**config.mk**
```make
export PLATFORM = sky130hd
export DESIGN_NAME = ptp_rx_stamp_qual
export DESIGN_NICKNAME = d
export VERILOG_FILES = /design/src/rtl/ptp_cls_pkg.sv /design/src/rtl/ptp_layer_match.sv /design/src/rtl/ptp_msg_match.sv /design/src/rtl/ptp_rx_stamp_qual.sv
export SDC_FILE = /design/constraint.sdc
export NUM_CORES = 1
export LEC_CHECK = 0
export BUFFER_PORTS_ARGS = -buffer_cell sky130_fd_sc_hd__buf_2
export CORE_UTILIZATION = 26
export DETAILED_ROUTE_END_ITERATION = 7
export PLACE_DENSITY = 0.95
export SLEW_MARGIN = 25
export SYNTH_ARGS = -nofsm -noshare
export SYNTH_HDL_FRONTEND = slang
export SYNTH_SLANG_ARGS = --single-unit
```
**constraint.sdc**
```tcl
create_clock -name clk_i -period 0.8 [get_ports clk_i]
set_input_delay 0.08 -clock clk_i [delete_from_list [all_inputs] [get_ports clk_i]]
set_output_delay 0.08 -clock clk_i [all_outputs]
set_load 0.03 [all_outputs]
```
**src/rtl/ptp_cls_pkg.sv**
```systemverilog
package ptp_cls_pkg;
  localparam int ETYPE_W = 16;
  localparam int PORT_W  = 16;

  typedef enum logic [2:0] {
    SEL_L2_V2    = 3'b000,
    SEL_L4_V1    = 3'b001,
    SEL_ANY_V2   = 3'b010,
    SEL_ALL      = 3'b100,
    SEL_EVENT_V2 = 3'b101
  } stamp_sel_e;

  localparam int FILT_EN_BIT   = 26;
  localparam int FILT_TS_BIT   = 30;
  localparam int CTRL_EN_BIT   = 4;
  localparam logic [7:0] UDP_PROTO = 8'h11;
endpackage

```
**src/rtl/ptp_layer_match.sv**
```systemverilog
module ptp_layer_match
  import ptp_cls_pkg::*;
#(
  parameter int unsigned EVENT_PORT = 319
) (
  input  logic [ETYPE_W-1:0] ethertype_i,
  input  logic [31:0]        etype_filt_i,
  input  logic               ipv4_present_i,
  input  logic [7:0]         ip_proto_i,
  input  logic [PORT_W-1:0]  udp_dport_i,
  output logic               l2_hit_o,
  output logic               l4_hit_o
);
  localparam logic [PORT_W-1:0] PORT_VAL = PORT_W'(EVENT_PORT);

  logic unused_filt;
  assign unused_filt = ^{etype_filt_i[31], etype_filt_i[29:27], etype_filt_i[25:16]};

  assign l2_hit_o = etype_filt_i[FILT_EN_BIT] && etype_filt_i[FILT_TS_BIT] &&
                    (ethertype_i == etype_filt_i[ETYPE_W-1:0]);
  assign l4_hit_o = ipv4_present_i && (ip_proto_i == UDP_PROTO) &&
                    (udp_dport_i == PORT_VAL);
endmodule

```
**src/rtl/ptp_msg_match.sv**
```systemverilog
module ptp_msg_match (
  input  logic [3:0]  ptp_version_i,
  input  logic [7:0]  ptp_v1_ctrl_i,
  input  logic [3:0]  ptp_v2_type_i,
  input  logic [15:0] msg_sel_i,
  output logic        v1_hit_o,
  output logic        v2_hit_o,
  output logic        v2_event_o
);
  logic is_v1, is_v2;
  logic unused_sel;
  assign unused_sel = ^msg_sel_i[15:12];

  assign is_v1      = (ptp_version_i == 4'd1);
  assign is_v2      = (ptp_version_i == 4'd2);
  assign v1_hit_o   = is_v1 && (ptp_v1_ctrl_i == msg_sel_i[7:0]);
  assign v2_hit_o   = is_v2 && (ptp_v2_type_i == msg_sel_i[11:8]);
  // event class: types 0..3
  assign v2_event_o = is_v2 && (ptp_v2_type_i[3:2] == 2'b00);
endmodule

```
**src/rtl/ptp_rx_stamp_qual.sv**
```systemverilog
module ptp_rx_stamp_qual
  import ptp_cls_pkg::*;
#(
  parameter int unsigned EVENT_PORT = 319
) (
  input  logic               clk_i,
  input  logic               rst_ni,
  input  logic [4:0]         rx_ctrl_i,
  input  logic [15:0]        msg_sel_i,
  input  logic [31:0]        etype_filt_i,
  input  logic               frame_valid_i,
  input  logic [ETYPE_W-1:0] ethertype_i,
  input  logic               ipv4_present_i,
  input  logic [7:0]         ip_proto_i,
  input  logic [PORT_W-1:0]  udp_dport_i,
  input  logic [3:0]         ptp_version_i,
  input  logic [7:0]         ptp_v1_ctrl_i,
  input  logic [3:0]         ptp_v2_type_i,
  output logic               qual_o
);
  logic l2_hit, l4_hit, v1_hit, v2_hit, v2_event;
  logic hit, qual_q;
  stamp_sel_e sel;
  logic unused_ctrl;
  assign unused_ctrl = rx_ctrl_i[0];

  ptp_layer_match #(.EVENT_PORT(EVENT_PORT)) u_layer (
    .ethertype_i   (ethertype_i),
    .etype_filt_i  (etype_filt_i),
    .ipv4_present_i(ipv4_present_i),
    .ip_proto_i    (ip_proto_i),
    .udp_dport_i   (udp_dport_i),
    .l2_hit_o      (l2_hit),
    .l4_hit_o      (l4_hit)
  );

  ptp_msg_match u_msg (
    .ptp_version_i(ptp_version_i),
    .ptp_v1_ctrl_i(ptp_v1_ctrl_i),
    .ptp_v2_type_i(ptp_v2_type_i),
    .msg_sel_i    (msg_sel_i),
    .v1_hit_o     (v1_hit),
    .v2_hit_o     (v2_hit),
    .v2_event_o   (v2_event)
  );

  assign sel = stamp_sel_e'(rx_ctrl_i[3:1]);

  always_comb begin
    case (sel)
      SEL_L2_V2:    hit = l2_hit && v2_hit;
      SEL_L4_V1:    hit = l4_hit && v1_hit;
      SEL_ANY_V2:   hit = (l2_hit || l4_hit) && v2_hit;
      SEL_ALL:      hit = 1'b1;
      SEL_EVENT_V2: hit = l2_hit && v2_event;
      default:      hit = 1'b0;
    endcase
  end

  always_ff @(posedge clk_i or negedge rst_ni) begin
    if (!rst_ni) qual_q <= 1'b0;
    else         qual_q <= frame_valid_i && rx_ctrl_i[CTRL_EN_BIT] && hit;
  end

  assign qual_o = qual_q;
endmodule

```
== After elaboration in Yosys (flattened, before gate mapping) ==
Cells that the tools add are included.

* Register bits: 1

* Muxes and demuxes: 1
* Reductions and logical operators: 16
* Equal/unequal tests: 11

{| class="wikitable"
|+ Operators with widths
! kind !! count
|-
| 16-bit == test || 1
|-
| 16-bit by 9-bit == test with 1-bit output (second input constant) || 1
|-
| 1-bit logical AND || 13
|-
| 8-bit by 5-bit == test with 1-bit output (second input constant) || 1
|-
| 8-bit == test || 1
|-
| 3-bit == test (second input constant) || 2
|-
| 1-bit one-hot mux with 5 select lines || 1
|-
| 4-bit by 1-bit == test with 1-bit output (second input constant) || 1
|-
| 4-bit by 2-bit == test with 1-bit output (second input constant) || 1
|-
| 4-bit == test || 1
|-
| 3-bit by 1-bit == test with 1-bit output (second input constant) || 1
|-
| 3-bit by 2-bit == test with 1-bit output (second input constant) || 1
|-
| 3-bit zero test || 1
|-
| 2-bit zero test || 1
|-
| 1-bit logical OR || 1
|}

== Longest topological paths before layout ==
* Depth after elaboration: 7
* Mapped depth: 6
* Depth with buffers taken out: 6

== Modules after synthesis ==
A second synthesis with hierarchy kept.

* Cell total of the unflattened synthesis: 60
* Area, all modules: 486.7 um^2

{| class="wikitable"
|+ Modules (own cells, without submodules)
! module !! cells each !! seq. area each (um^2) !! area each (um^2) !! instances
|-
| ptp_layer_match || 33 || 0.0 || 250.2 || 1
|-
| ptp_msg_match || 20 || 0.0 || 168.9 || 1
|-
| ptp_rx_stamp_qual || 7 || 25.0 || 67.6 || 1
|}

== Worst setup path before layout ==
OpenSTA, ideal clock, no wires.

* Path type: input to register
* Start: input port ip_proto_i[3]
* End: register qual_q (netlist: qual_o)
* Buffers on the path: 0
* Slack: -0.506 ns
* Arrival: 1.228 ns
* Cell stages on the path: 6
* Cell sequence: nor4b_2 nand2_1 or4_1 nor3_1 o21ai_1 a21oi_1

* Cells in the longest elaborated chain, start to end: 7
* Elaborated cells on any way between the ends: 8

{| class="wikitable"
|+ Ends and longest elaborated chain
! element !! line !! source
|-
| start, declared || ptp_rx_stamp_qual.sv:14 || <nowiki>input logic [7:0] ip_proto_i,</nowiki>
|-
| 8-bit by 5-bit == test with 1-bit output * || ptp_layer_match.sv:21 || <nowiki>assign l4_hit_o = ipv4_present_i && (ip_proto_i == UDP_PROTO) &&</nowiki>
|-
| 1-bit logical AND * (2 in a row) || ptp_layer_match.sv:21 ||
|-
| 1-bit logical OR || ptp_rx_stamp_qual.sv:53 || <nowiki>SEL_ANY_V2: hit = (l2_hit || l4_hit) && v2_hit;</nowiki>
|-
| 1-bit logical AND || ptp_rx_stamp_qual.sv:53 ||
|-
| 1-bit one-hot mux with 5 select lines * || ptp_rx_stamp_qual.sv:50 || <nowiki>case (sel)</nowiki>
|-
| 1-bit logical AND * || ptp_rx_stamp_qual.sv:62 || <nowiki>else qual_q <= frame_valid_i && rx_ctrl_i[CTRL_EN_BIT] && hit;</nowiki>
|-
| end signal, assigned || ptp_rx_stamp_qual.sv:62 ||
|-
| end, declared || ptp_rx_stamp_qual.sv:22 || <nowiki>logic hit, qual_q;</nowiki>
|}

Mark *: on every way between the ends. The rest lies on a longest branch, timed or not.

== Worst setup path in the final report ==
* Start: input port udp_dport_i[10]
* End: register qual_q (netlist: qual_o)

* Cells in the longest elaborated chain, start to end: 6
* Elaborated cells on any way between the ends: 7

{| class="wikitable"
|+ Ends and longest elaborated chain
! element !! line !! source
|-
| start, declared || ptp_rx_stamp_qual.sv:15 || <nowiki>input logic [PORT_W-1:0] udp_dport_i,</nowiki>
|-
| 16-bit by 9-bit == test with 1-bit output * || ptp_layer_match.sv:22 || <nowiki>(udp_dport_i == PORT_VAL);</nowiki>
|-
| 1-bit logical AND * || ptp_layer_match.sv:21 ||
|-
| 1-bit logical OR || ptp_rx_stamp_qual.sv:53 ||
|-
| 1-bit logical AND || ptp_rx_stamp_qual.sv:53 ||
|-
| 1-bit one-hot mux with 5 select lines * || ptp_rx_stamp_qual.sv:50 ||
|-
| 1-bit logical AND * || ptp_rx_stamp_qual.sv:62 ||
|}

Marks and branches as above.

==> results.yml <==
critical_path:
  endpoint_kind: "flop"
  crit_path_start_kind: "input pin"
  worstPathMaxFanout: 2
  cp_arrival_ns: 1.36
  cp_data_required_time_ns: 0.72
  cp_slowest_cell: "sky130_fd_sc_hd__or4_4"
  critical_path_buf_inv_count: 1
  cp_top_family: "simple AND/OR/NAND/NOR gates"
  critPathKind: "in2reg"
  cp_slowest_stage_delay_ns: 0.44
  worst_path_cell_chain: "buf_6 -> nor4_4 -> nand4_1 -> or4_4 -> nor3_2 -> o21ai_1 -> a21oi_1"
  timing.critical_path.from: "udp_dport_i[10]"
run_status:
  outcome: "finished with violations"
  violations: "setup timing"
timing:
  finalCritPeriodShare_pct: 179
  timing.fmax_ghz: 0.696
  worst_slew_margin_rel_pct: 74.9
  setup_viol: 1
  finalHoldViolCount: 0
  unrepaired_setup_endpoints_after_global_routing: "true"
  timing.final.crit_period_ns: 1.44
  finalWorstSetupSlack_ns: -0.636
  slew_violations: 0
  tightest_slew_ns: 0.371
  hold-worst-slack_ns: 0.335
routing:
  dr_total_vias: 897
  postRouteWirelength_um: 2030
  route.detailed.vias_per_inst: 4.65
  wl_met2_um: 1180
  pre_repair_dr_iteration_count: 4
  top_layer: "met3"
  routedWlPerCell_um: 10.5
  detail_route.iter0.violations: 8
  route.detailed.drc: 0
  route.layer.met1.wl_um: 692
  drt.antenna.violating_nets: 0
  met3_length_um: 159
die:
  die_area_um2: 2250
  die_height_um: 47.4
  floorplan.rows: 16
  initial_utilization_pct: 27.6
  core_um2: 1940
  i_o_pins: 114
  chipWidth_um: 47.4
synthesis:
  postSynthNetCount: 180
  sequential_area_share_after_synthesis_pct: 4.67
  synthesis.instances: 67
  syn_std_cell_area_um2: 536
  yosys_warnings: 0
  ys_types: 19
  ys_ff_latch: 1
  postSynthAreaPerCell_um2: 7.99
placement:
  gp_congestion: 0.722
  post-dp-hpwl_um: 1690
  port_buffers: 94
clock_tree:
  worst_setup_hold_path_clk_slew_ns: 0
grt:
  grt_first_pass_wirelength_um: 2590
  largest_net_degree_at_the_start_of_global_routing: 6
  grt_antenna_before_repair: 0
  gr-total-overflow: 0
  grt_usage_pct: 15.7
  grt_pass1_vias: 775
flow_run:
  maxCapViolations: 0
cells_and_area:
  layout.cells.most_common_list: "91 x sky130_fd_sc_hd__buf_2, 23 x sky130_fd_sc_hd__xor2_1, 5 x sky130_fd_sc_hd__xnor2_1"
  antenna_cells_inserted: 0
  mostFrequentLayoutCell: "sky130_fd_sc_hd__buf_2"
  syn_to_final_growth_pct: 111
  largest_register_ff_count: 1
  drive_gt1_share_pct: 63.9
  fin_util_pct: 58.1
  design.final.nets: 281
  num-fill-cells: 187
hold_path:
  hold_class: "in2reg"
  min_from: "rx_ctrl_i[4]"
pwr:
  power_per_cell_area_nw_per_um2: 453
  power.static_leakage_uw: 0.000568
  peakVddDrop_uv: 271
[metal layers]
layer  global-route usage (%)  vias to the layer above
met5                        0                        -
met4                     1.14                        0
met2                     39.2                       55
met3                     1.15                        0
li1                         -                      449
met1                     12.0                      393
[cell usage after synthesis, drive strengths merged]
cell	count	area share, %
nor3	4	3.7
nand2	3	5.1
o21ai	3	2.8
or4	1	1.4
o22ai	1	1.2
xor2	23	38
nor4	6	7.0
and4bb	1	2.3
a21oi	1	0.93
dfrtp	1	4.7
nor2b	1	1.2
nand4	4	4.7
xnor2	5	8.2
nor4b	6	13
nor2	3	2.1
nand3	4	3.7
[final timing paths]
kind | end | depth (start not counted)
max | qual_o | 7
min | qual_o | 3
max in group asynchronous | qual_o | 2
min in group asynchronous | qual_o | 2
[cell type report]
| cell class | instances | area [um^2] | area share (%) |
|---|---|---|---|
| Tap cell | 27 | 33.8 | 2.99 |
| Sequential cell | 1 | 25.0 | 2.22 |
| Timing Repair Buffer | 99 | 529 | 46.9 |
| Multi-Input combinational cell | 66 | 541 | 47.9 |
[cells by family after synthesis]
group / count (synthesis) / share of synthesized area [%]
compound gates: 5 / 4.91
xor+xnor: 28 / 45.8
flops: 1 / 4.67
simple gates: 33 / 44.6
[stage by stage]
step / cells / instance area, um^2 / worst slack [ns] / TNS [ns] / total power (uW)
2_1_floorplan: 67 / 536 / -0.454 / -0.454 / 190
3_3_place_gp: 192 / 1070 / -0.647 / -0.647 / 472
3_5_place_dp: 192 / 1070 / -0.708 / -0.708 / 483
4_1_cts: 193 / 1100 / -0.616 / -0.616 / 495
5_1_grt: 193 / 1130 / -0.684 / -0.684 / 559
6_report: 193 / 1130 / -0.636 / -0.636 / 512
[where the power goes]
part / switching (uW) / internal [uW] / total (uW) / leakage, uW
Sequential: 0.179 / 52.1 / 52.3 / 0.0000139
Combinational: 179 / 280 / 459 / 0.000554
Clock: 0 / 0 / 0 / 0
Total: 180 / 332 / 512 / 0.000568
[what timing repair did]
| item | in CTS | in global routing |
|---|---|---|
| buffers inserted | 0 | 0 |
| gates cloned | 0 | 0 |
| hold endpoints to repair | 1 | 0 |
| setup endpoints to repair | 1 | 1 |
| pin swaps | 2 | 0 |
| gates resized for setup | 4 | 6 |
| hold buffers | 1 | 0 |
(Power assumes the default switching activity.)
